## src/rtl/pmp_chk_pkg.sv

```systemverilog
package pmp_chk_pkg;

    typedef enum logic [1:0] {
        MATCH_OFF   = 2'd0,
        MATCH_TOR   = 2'd1,
        MATCH_NA4   = 2'd2,
        MATCH_NAPOT = 2'd3
    } match_kind_e;

    typedef struct packed {
        logic        lock;
        logic [1:0]  rsvd;
        match_kind_e kind;
        logic        x;
        logic        w;
        logic        r;
    } entry_cfg_t;

    typedef enum logic [1:0] {
        VERD_OPEN  = 2'd0,
        VERD_SPLIT = 2'd1,
        VERD_HIT   = 2'd2,
        VERD_MISS  = 2'd3
    } verdict_e;

    localparam logic [2:0] PERM_ALL = 3'b111;

endpackage

```

## src/rtl/pmp_range_decode.sv

```systemverilog
module pmp_range_decode
    import pmp_chk_pkg::*;
#(
    parameter int PA_W = 32
) (
    input  logic              clk,
    input  logic              rst_n,
    input  match_kind_e       kind,
    input  logic [PA_W-3:0]   cur_reg,
    input  logic [PA_W-3:0]   prev_reg,
    output logic [PA_W-1:0]   lo,
    output logic [PA_W-1:0]   hi,
    output logic              valid
);
    localparam int RW = PA_W - 2;
    localparam logic [RW-1:0]   ONE_R  = RW'(1);
    localparam logic [PA_W-1:0] ONE_B  = PA_W'(1);
    localparam logic [PA_W-1:0] LOW2_B = PA_W'(3);

    logic [PA_W-1:0] cur_b;
    logic [PA_W-1:0] prev_b;
    logic [RW-1:0]   tail_r;
    logic [PA_W-1:0] tail_b;

    assign cur_b  = {cur_reg, 2'b00};
    assign prev_b = {prev_reg, 2'b00};
    // trailing ones plus the first zero above them; all ones for an all-ones register
    assign tail_r = cur_reg ^ (cur_reg + ONE_R);
    assign tail_b = {tail_r, 2'b11};

    always_comb begin
        unique case (kind)
            MATCH_OFF: begin
                lo    = '0;
                hi    = '0;
                valid = 1'b0;
            end
            MATCH_TOR: begin
                lo    = prev_b;
                hi    = cur_b - ONE_B;
                valid = (cur_reg > prev_reg);
            end
            MATCH_NA4: begin
                lo    = cur_b;
                hi    = cur_b | LOW2_B;
                valid = 1'b1;
            end
            MATCH_NAPOT: begin
                lo    = cur_b & ~tail_b;
                hi    = cur_b | tail_b;
                valid = 1'b1;
            end
        endcase
    end

    // a four-byte region spans exactly four bytes
    p_na4_span_r3: assert property (@(posedge clk) disable iff (!rst_n)
        (kind == MATCH_NA4) |-> ((hi - lo) == LOW2_B));

    // a power-of-two region is aligned to its own size
    p_napot_align_r4: assert property (@(posedge clk) disable iff (!rst_n)
        (kind == MATCH_NAPOT) |-> (((lo & (hi - lo)) == '0) && (lo <= hi)));

    // a non-empty top-of-range region is ordered
    p_tor_order_r2: assert property (@(posedge clk) disable iff (!rst_n)
        ((kind == MATCH_TOR) && valid) |-> (lo <= hi));

endmodule

```

## src/rtl/pmp_first_hit.sv

```systemverilog
module pmp_first_hit #(
    parameter int NUM_ENTRIES = 8
) (
    input  logic                   clk,
    input  logic                   rst_n,
    input  logic [NUM_ENTRIES-1:0] hit,
    output logic [NUM_ENTRIES-1:0] sel,
    output logic                   any
);
    logic [NUM_ENTRIES:0] seen;

    assign seen[0] = 1'b0;

    for (genvar i = 0; i < NUM_ENTRIES; i++) begin : g_chain
        assign seen[i+1] = seen[i] | hit[i];
        assign sel[i]    = hit[i] & ~seen[i];
    end

    assign any = seen[NUM_ENTRIES];

    // at most one winner, and it is one of the touched entries
    p_sel_onehot_r5: assert property (@(posedge clk) disable iff (!rst_n)
        $onehot0(sel) && ((sel & ~hit) == '0));

    // no touched entry sits below the winner
    p_sel_lowest_r5: assert property (@(posedge clk) disable iff (!rst_n)
        any |-> ((hit & (sel - 1'b1)) == '0));

    p_sel_present_r5: assert property (@(posedge clk) disable iff (!rst_n)
        any |-> (sel != '0));

endmodule

```

## src/rtl/pmp_access_check.sv

```systemverilog
module pmp_access_check
    import pmp_chk_pkg::*;
#(
    parameter int NUM_ENTRIES = 8,
    parameter int PA_W        = 32,
    parameter int SIZE_W      = 12,
    parameter int PAGE_SHIFT  = 12,
    parameter bit OUT_REG     = 1'b1
) (
    input  logic                            clk,
    input  logic                            rst_n,
    input  logic [PA_W-1:0]                 req_addr,
    input  logic [SIZE_W-1:0]               req_size,
    input  logic [2:0]                      req_perm,
    input  logic                            req_mmode,
    input  logic [8*NUM_ENTRIES-1:0]        entry_cfg,
    input  logic [(PA_W-2)*NUM_ENTRIES-1:0] entry_addr,
    output logic                            allow
);
    localparam int RW = PA_W - 2;
    localparam logic [PA_W-1:0] ONE_B     = PA_W'(1);
    localparam logic [PA_W-1:0] PAGE_MASK = PA_W'((64'd1 << PAGE_SHIFT) - 64'd1);

    // ---------------- last byte of the access
    logic [PA_W-1:0] first_b;
    logic [PA_W-1:0] last_b;

    assign first_b = req_addr;
    assign last_b  = (req_size == '0) ? (req_addr | PAGE_MASK)
                                      : (req_addr + PA_W'(req_size) - ONE_B);

    // ---------------- per-entry decode and containment
    entry_cfg_t             cfg_s   [NUM_ENTRIES];
    logic [2:0]             perm_v  [NUM_ENTRIES];
    logic [NUM_ENTRIES-1:0] lock_v;
    logic [NUM_ENTRIES-1:0] active;
    logic [NUM_ENTRIES-1:0] part;
    logic [NUM_ENTRIES-1:0] full;
    logic [NUM_ENTRIES-1:0] hit;
    logic [NUM_ENTRIES-1:0] rsvd_unused;

    for (genvar i = 0; i < NUM_ENTRIES; i++) begin : g_entry
        logic [RW-1:0]   cur_reg;
        logic [RW-1:0]   prev_reg;
        logic [PA_W-1:0] lo;
        logic [PA_W-1:0] hi;
        logic            valid;
        logic            in_first;
        logic            in_last;

        assign cfg_s[i]       = entry_cfg_t'(entry_cfg[8*i +: 8]);
        assign perm_v[i]      = {cfg_s[i].x, cfg_s[i].w, cfg_s[i].r};
        assign lock_v[i]      = cfg_s[i].lock;
        assign rsvd_unused[i] = ^cfg_s[i].rsvd;
        assign cur_reg        = entry_addr[RW*i +: RW];

        if (i == 0) begin : g_base
            assign prev_reg = '0;
        end else begin : g_prev
            assign prev_reg = entry_addr[RW*(i-1) +: RW];
        end

        pmp_range_decode #(
            .PA_W (PA_W)
        ) u_decode (
            .clk      (clk),
            .rst_n    (rst_n),
            .kind     (cfg_s[i].kind),
            .cur_reg  (cur_reg),
            .prev_reg (prev_reg),
            .lo       (lo),
            .hi       (hi),
            .valid    (valid)
        );

        assign in_first  = valid && (first_b >= lo) && (first_b <= hi);
        assign in_last   = valid && (last_b  >= lo) && (last_b  <= hi);
        assign active[i] = (cfg_s[i].kind != MATCH_OFF);
        assign part[i]   = active[i] & (in_first ^ in_last);
        assign full[i]   = active[i] & in_first & in_last;
        assign hit[i]    = part[i] | full[i];
    end

    // ---------------- fixed priority selection
    logic [NUM_ENTRIES-1:0] sel;
    logic                   any_hit;

    pmp_first_hit #(
        .NUM_ENTRIES (NUM_ENTRIES)
    ) u_pick (
        .clk   (clk),
        .rst_n (rst_n),
        .hit   (hit),
        .sel   (sel),
        .any   (any_hit)
    );

    logic [2:0] win_perm;
    logic       win_lock;
    logic       win_part;

    always_comb begin
        win_perm = '0;
        win_lock = 1'b0;
        win_part = 1'b0;
        for (int i = 0; i < NUM_ENTRIES; i++) begin
            if (sel[i]) begin
                win_perm = win_perm | perm_v[i];
                win_lock = win_lock | lock_v[i];
                win_part = win_part | part[i];
            end
        end
    end

    // ---------------- verdict classification and allow decision
    verdict_e   verdict;
    logic [2:0] granted;
    logic       allow_d;

    always_comb begin
        if (active == '0)       verdict = VERD_OPEN;
        else if (!any_hit)      verdict = VERD_MISS;
        else if (win_part)      verdict = VERD_SPLIT;
        else                    verdict = VERD_HIT;
    end

    assign granted = (req_mmode && !win_lock) ? PERM_ALL : win_perm;

    always_comb begin
        unique case (verdict)
            VERD_OPEN:  allow_d = 1'b1;
            VERD_SPLIT: allow_d = 1'b0;
            VERD_HIT:   allow_d = ((req_perm & ~granted) == 3'b000);
            VERD_MISS:  allow_d = req_mmode;
        endcase
    end

    // ---------------- output stage
    if (OUT_REG) begin : g_oreg
        logic allow_q;
        logic armed;

        always_ff @(posedge clk or negedge rst_n) begin
            if (!rst_n) begin
                allow_q <= 1'b0;
                armed   <= 1'b0;
            end else begin
                allow_q <= allow_d;
                armed   <= 1'b1;
            end
        end

        assign allow = allow_q;

        // registered output follows the previous cycle's verdict
        p_out_latency_r11: assert property (@(posedge clk) disable iff (!rst_n)
            armed |-> (allow == $past(allow_d)));
    end else begin : g_comb
        assign allow = allow_d;
    end

    // nothing enabled means everything passes
    p_no_rules_r9: assert property (@(posedge clk) disable iff (!rst_n)
        (active == '0) |-> allow_d);

    // a winner holding only one end always denies
    p_split_deny_r6: assert property (@(posedge clk) disable iff (!rst_n)
        ((sel & part) != '0) |-> !allow_d);

    // untouched with rules present follows the mode
    p_miss_mode_r8: assert property (@(posedge clk) disable iff (!rst_n)
        ((active != '0) && (hit == '0)) |-> (allow_d == req_mmode));

    // a non-machine requester never gets more than the winner's bits
    p_user_subset_r7: assert property (@(posedge clk) disable iff (!rst_n)
        (((sel & full) != '0) && !req_mmode && allow_d) |-> ((req_perm & ~win_perm) == 3'b000));

endmodule

```

## config.mk

```make
export PLATFORM = sky130hd
export DESIGN_NAME = pmp_access_check
export DESIGN_NICKNAME = d
export VERILOG_FILES = /design/src/rtl/pmp_chk_pkg.sv /design/src/rtl/pmp_range_decode.sv /design/src/rtl/pmp_first_hit.sv /design/src/rtl/pmp_access_check.sv
export SDC_FILE = /design/constraint.sdc
export NUM_CORES = 2
export LEC_CHECK = 0
export BUFFER_PORTS_ARGS = -buffer_cell sky130_fd_sc_hd__buf_4
export CAP_MARGIN = 20
export CORE_MARGIN = 1
export CORE_UTILIZATION = 50
export DETAILED_ROUTE_END_ITERATION = 6
export GPL_TIMING_DRIVEN = 0
export PLACE_DENSITY = 0.68
export SLEW_MARGIN = 20
export SYNTH_ARGS = -nofsm -noshare
export SYNTH_HDL_FRONTEND = slang
export SYNTH_SLANG_ARGS = --single-unit
export TNS_END_PERCENT = 50
```

## constraint.sdc

```tcl
create_clock -name clk -period 0.9 [get_ports clk]
set_clock_uncertainty 0.05 [all_clocks]
set_input_delay 0.18 -clock clk [delete_from_list [all_inputs] [get_ports clk]]
set_output_delay 0.18 -clock clk [all_outputs]
set_load 0.02 [all_outputs]
```

==> results.md <==
* Post-detailed-route wirelength per cell at about 32 µm
* Top-area cell type share of the netlist area at 35.8%
* WL final at 248000 µm
* Flops & latches, synth at 1
* Worst slew pin tran at about 1.2 ns
* Kind of critical path: primary input to register
* IO Pins at between 300 and 400
* Worst setup margin at -7.67 ns
* Post-synthesis adder-cell area fraction at 35.8%
* Post-synth ARST share at 100%
* # rows at 107
* Synth area leaders: ha_1, a21oi_1, nand2_1
* Vias/cell at 7.46
* YS warnings at 0
* Post-synthesis xor/xnor area fraction at 1.29%
* Run status: complete, but fails checks
* Syn Nets at 7788
* Cell mode on critical path: a21oi_2
* # fillers at 8460
* CP peak stage delay at 0.51 ns
* Avg Inst Size Synth at 7.02 µm²
* First-pass GRT wire length at 350000 µm
* Post-synthesis sequential area ratio at 0.0576%
* Cells after synthesis at about 6200
* Die H at 297 µm
* Fmax at 117 MHz
* Top-count cell post-synth: ha_1
* Maxcap violations at 0
* Slowest CP cell: or4_4
* Gpl congestion at 1.09
* Vias in the first global route at 52448
* Max reg flops at 1
* Syn-to-layout area delta at 13.6%
* Area of the multi-input gates at 0.0417 mm²
* Fin. Hold Viols at 0
* PortBufs at 318
* Critical path startpoint category: primary input
* Dpl cells at ~7700
* Initial cell density of the core at 50.7%
* Fin crit period at 8.57 ns
* Post-synth cell types at 93
* Largest family of logic cells by synthesized area: adder cells
* Largest net degree at the start of global routing at 22
* Non-Filler Cell Area, Final at 0.0494 mm²
* Total gr overflow at 0
* Die Area at 0.0881 mm²
* Worst-path fanout max at 8
* Fraction of layout cells with a size suffix above 1 at 8.69%
* Synthesized area at 0.0435 mm²
* Most frequent cells after synthesis: ha_1, a21oi_1, nand2_1, nor2_1, inv_1
* Compound-cell area share of the yosys netlist at 31.5%
* Post-Synth Simple-Gate Area at 25.1%
* Hold Path Class: primary input to asynchronous set/reset pin
* GRT Util Overall at between 50% and 60%
* RSZ-0062 raised after global routing: yes
* Main flop type after synthesis: dfrtp_1
* Clk slew on worst S/H paths at 0 ns
* Mux cell area share after synthesis at less than 1%
* Crit path arrival time at 8.36 ns
* Final Non-Filler Cells at 7756
* Core Area at between 0.08 and 0.09 mm²
* Initial antenna violation count at 16
* Final Max Tran Viols at 0
* Placed cell area at 0.0485 mm²
* Violated checks: DRC, setup timing
* Seq. cell area at between 20 and 30 µm²
* Area leader, netlist: ha_1
* Die X at 297 µm
* Drt first pass iters at 7
* Number of synthesized flops with an enable pin at 0
* Detailed-placement wirelength estimate at ~190000 µm
* Final setup fails at 1
* DRT antenna net count at 0
* CP required at between 0.6 and 0.7 ns
* Period utilisation layout at 952%
* Residual DRC at 18
* Final net count at 8190
* DR iter-0 viols at 8590
* Via count at 57837
* Slew headroom at 17.3%
* Crit. End Element: register
final timing paths:
path,start,endpoint,slack (ns)
setup / recovery,req_addr[0],allow,-7.67
hold / removal,rst_n,allow,0.45
max in group asynchronous,rst_n,allow,0.27
min in group clk,allow,allow,0.57
kinds of logic (layout without fill, tap and decap cells):
family,after synthesis,after routing
flip-flops,1,1
buffers and inverters,647,1047
other,0,21
XOR/XNOR,64,64
AND/OR/NAND/NOR,2151,2151
adder cells (fa/ha/maj),1245,1245
AO/OA/AOI/OAI,2059,2059
multiplexers,24,24
layer usage:
layer / global-route usage [%] / routed length, µm
met1: 65.5 / 91000
met2: 75.1 / 95900
met3: 18.9 / 38500
met4: 36.4 / 21900
met5: 0 / 121
cell usage in the layout (no fill, tap or decap), drive strengths merged, types with 19 or more instances in the layout:
| cell | n |
|---|---|
| o311ai | 20 |
| a221oi | 22 |
| or2 | 23 |
| a21boi | 29 |
| nor2 | 395 |
| and4 | 29 |
| o21a | 82 |
| a22oi | 59 |
| clkbuf | 214 |
| a2111oi | 33 |
| nand4 | 289 |
| ha | 1242 |
| nor4 | 98 |
| nor3 | 219 |
| or4 | 24 |
| nand2 | 487 |
| o211ai | 56 |
| buf | 457 |
| a211oi | 49 |
| and3 | 116 |
| o31ai | 39 |
| or3 | 54 |
| o21ai | 355 |
| o41ai | 20 |
| nand3 | 228 |
| nor2b | 77 |
| xnor2 | 46 |
| nand2b | 54 |
| o22ai | 58 |
| mux2i | 19 |
| a31oi | 101 |
| and2 | 31 |
| diode | 21 |
| a21o | 243 |
| a32oi | 119 |
| inv | 367 |
| a21oi | 537 |
worst max-delay path: cells and delay by family:
kind                     cells  cell delay, ns
adder cells (fa/ha/maj)      4            1.05
AND/OR/NAND/NOR              9            1.93
AO/OA/AOI/OAI               19            3.97
buffers and inverters        6            0.91
XOR/XNOR                     1            0.28
final cells by class:
type                       instances  share of cell area, %
inverter                         375                   2.87
sequential                         1                 0.0507
buffer                           271                   2.12
timing repair buffer             401                   7.50
antenna                           21                  0.106
multi-input combinational       5543                   84.5
tap                             1144                   2.90
metrics by stage:
stage / TNS, ns / worst slack (ns) / util (%) / hold slack [ns]
floorplan: -5.95 / -5.95 / - / -0.166
CTS: -7.22 / -7.22 / 57.2 / 0.448
global placement: -12.42 / -12.42 / 55.4 / -0.0930
detailed placement: -9.75 / -9.75 / 56.6 / -0.0937
finish: -7.67 / -7.67 / 57.6 / 0.448
global route: -7.63 / -7.63 / 57.6 / 0.455
repair_timing:
| item | CTS | global route |
|---|---|---|
| resized for setup | 64 | 37 |
| hold buffers | 1 | 0 |
| buffers inserted | 30 | 15 |
| hold endpoints to repair | 1 | 0 |
| endpoints found under the setup margin | 1 | 1 |
| pin swaps | 28 | 22 |
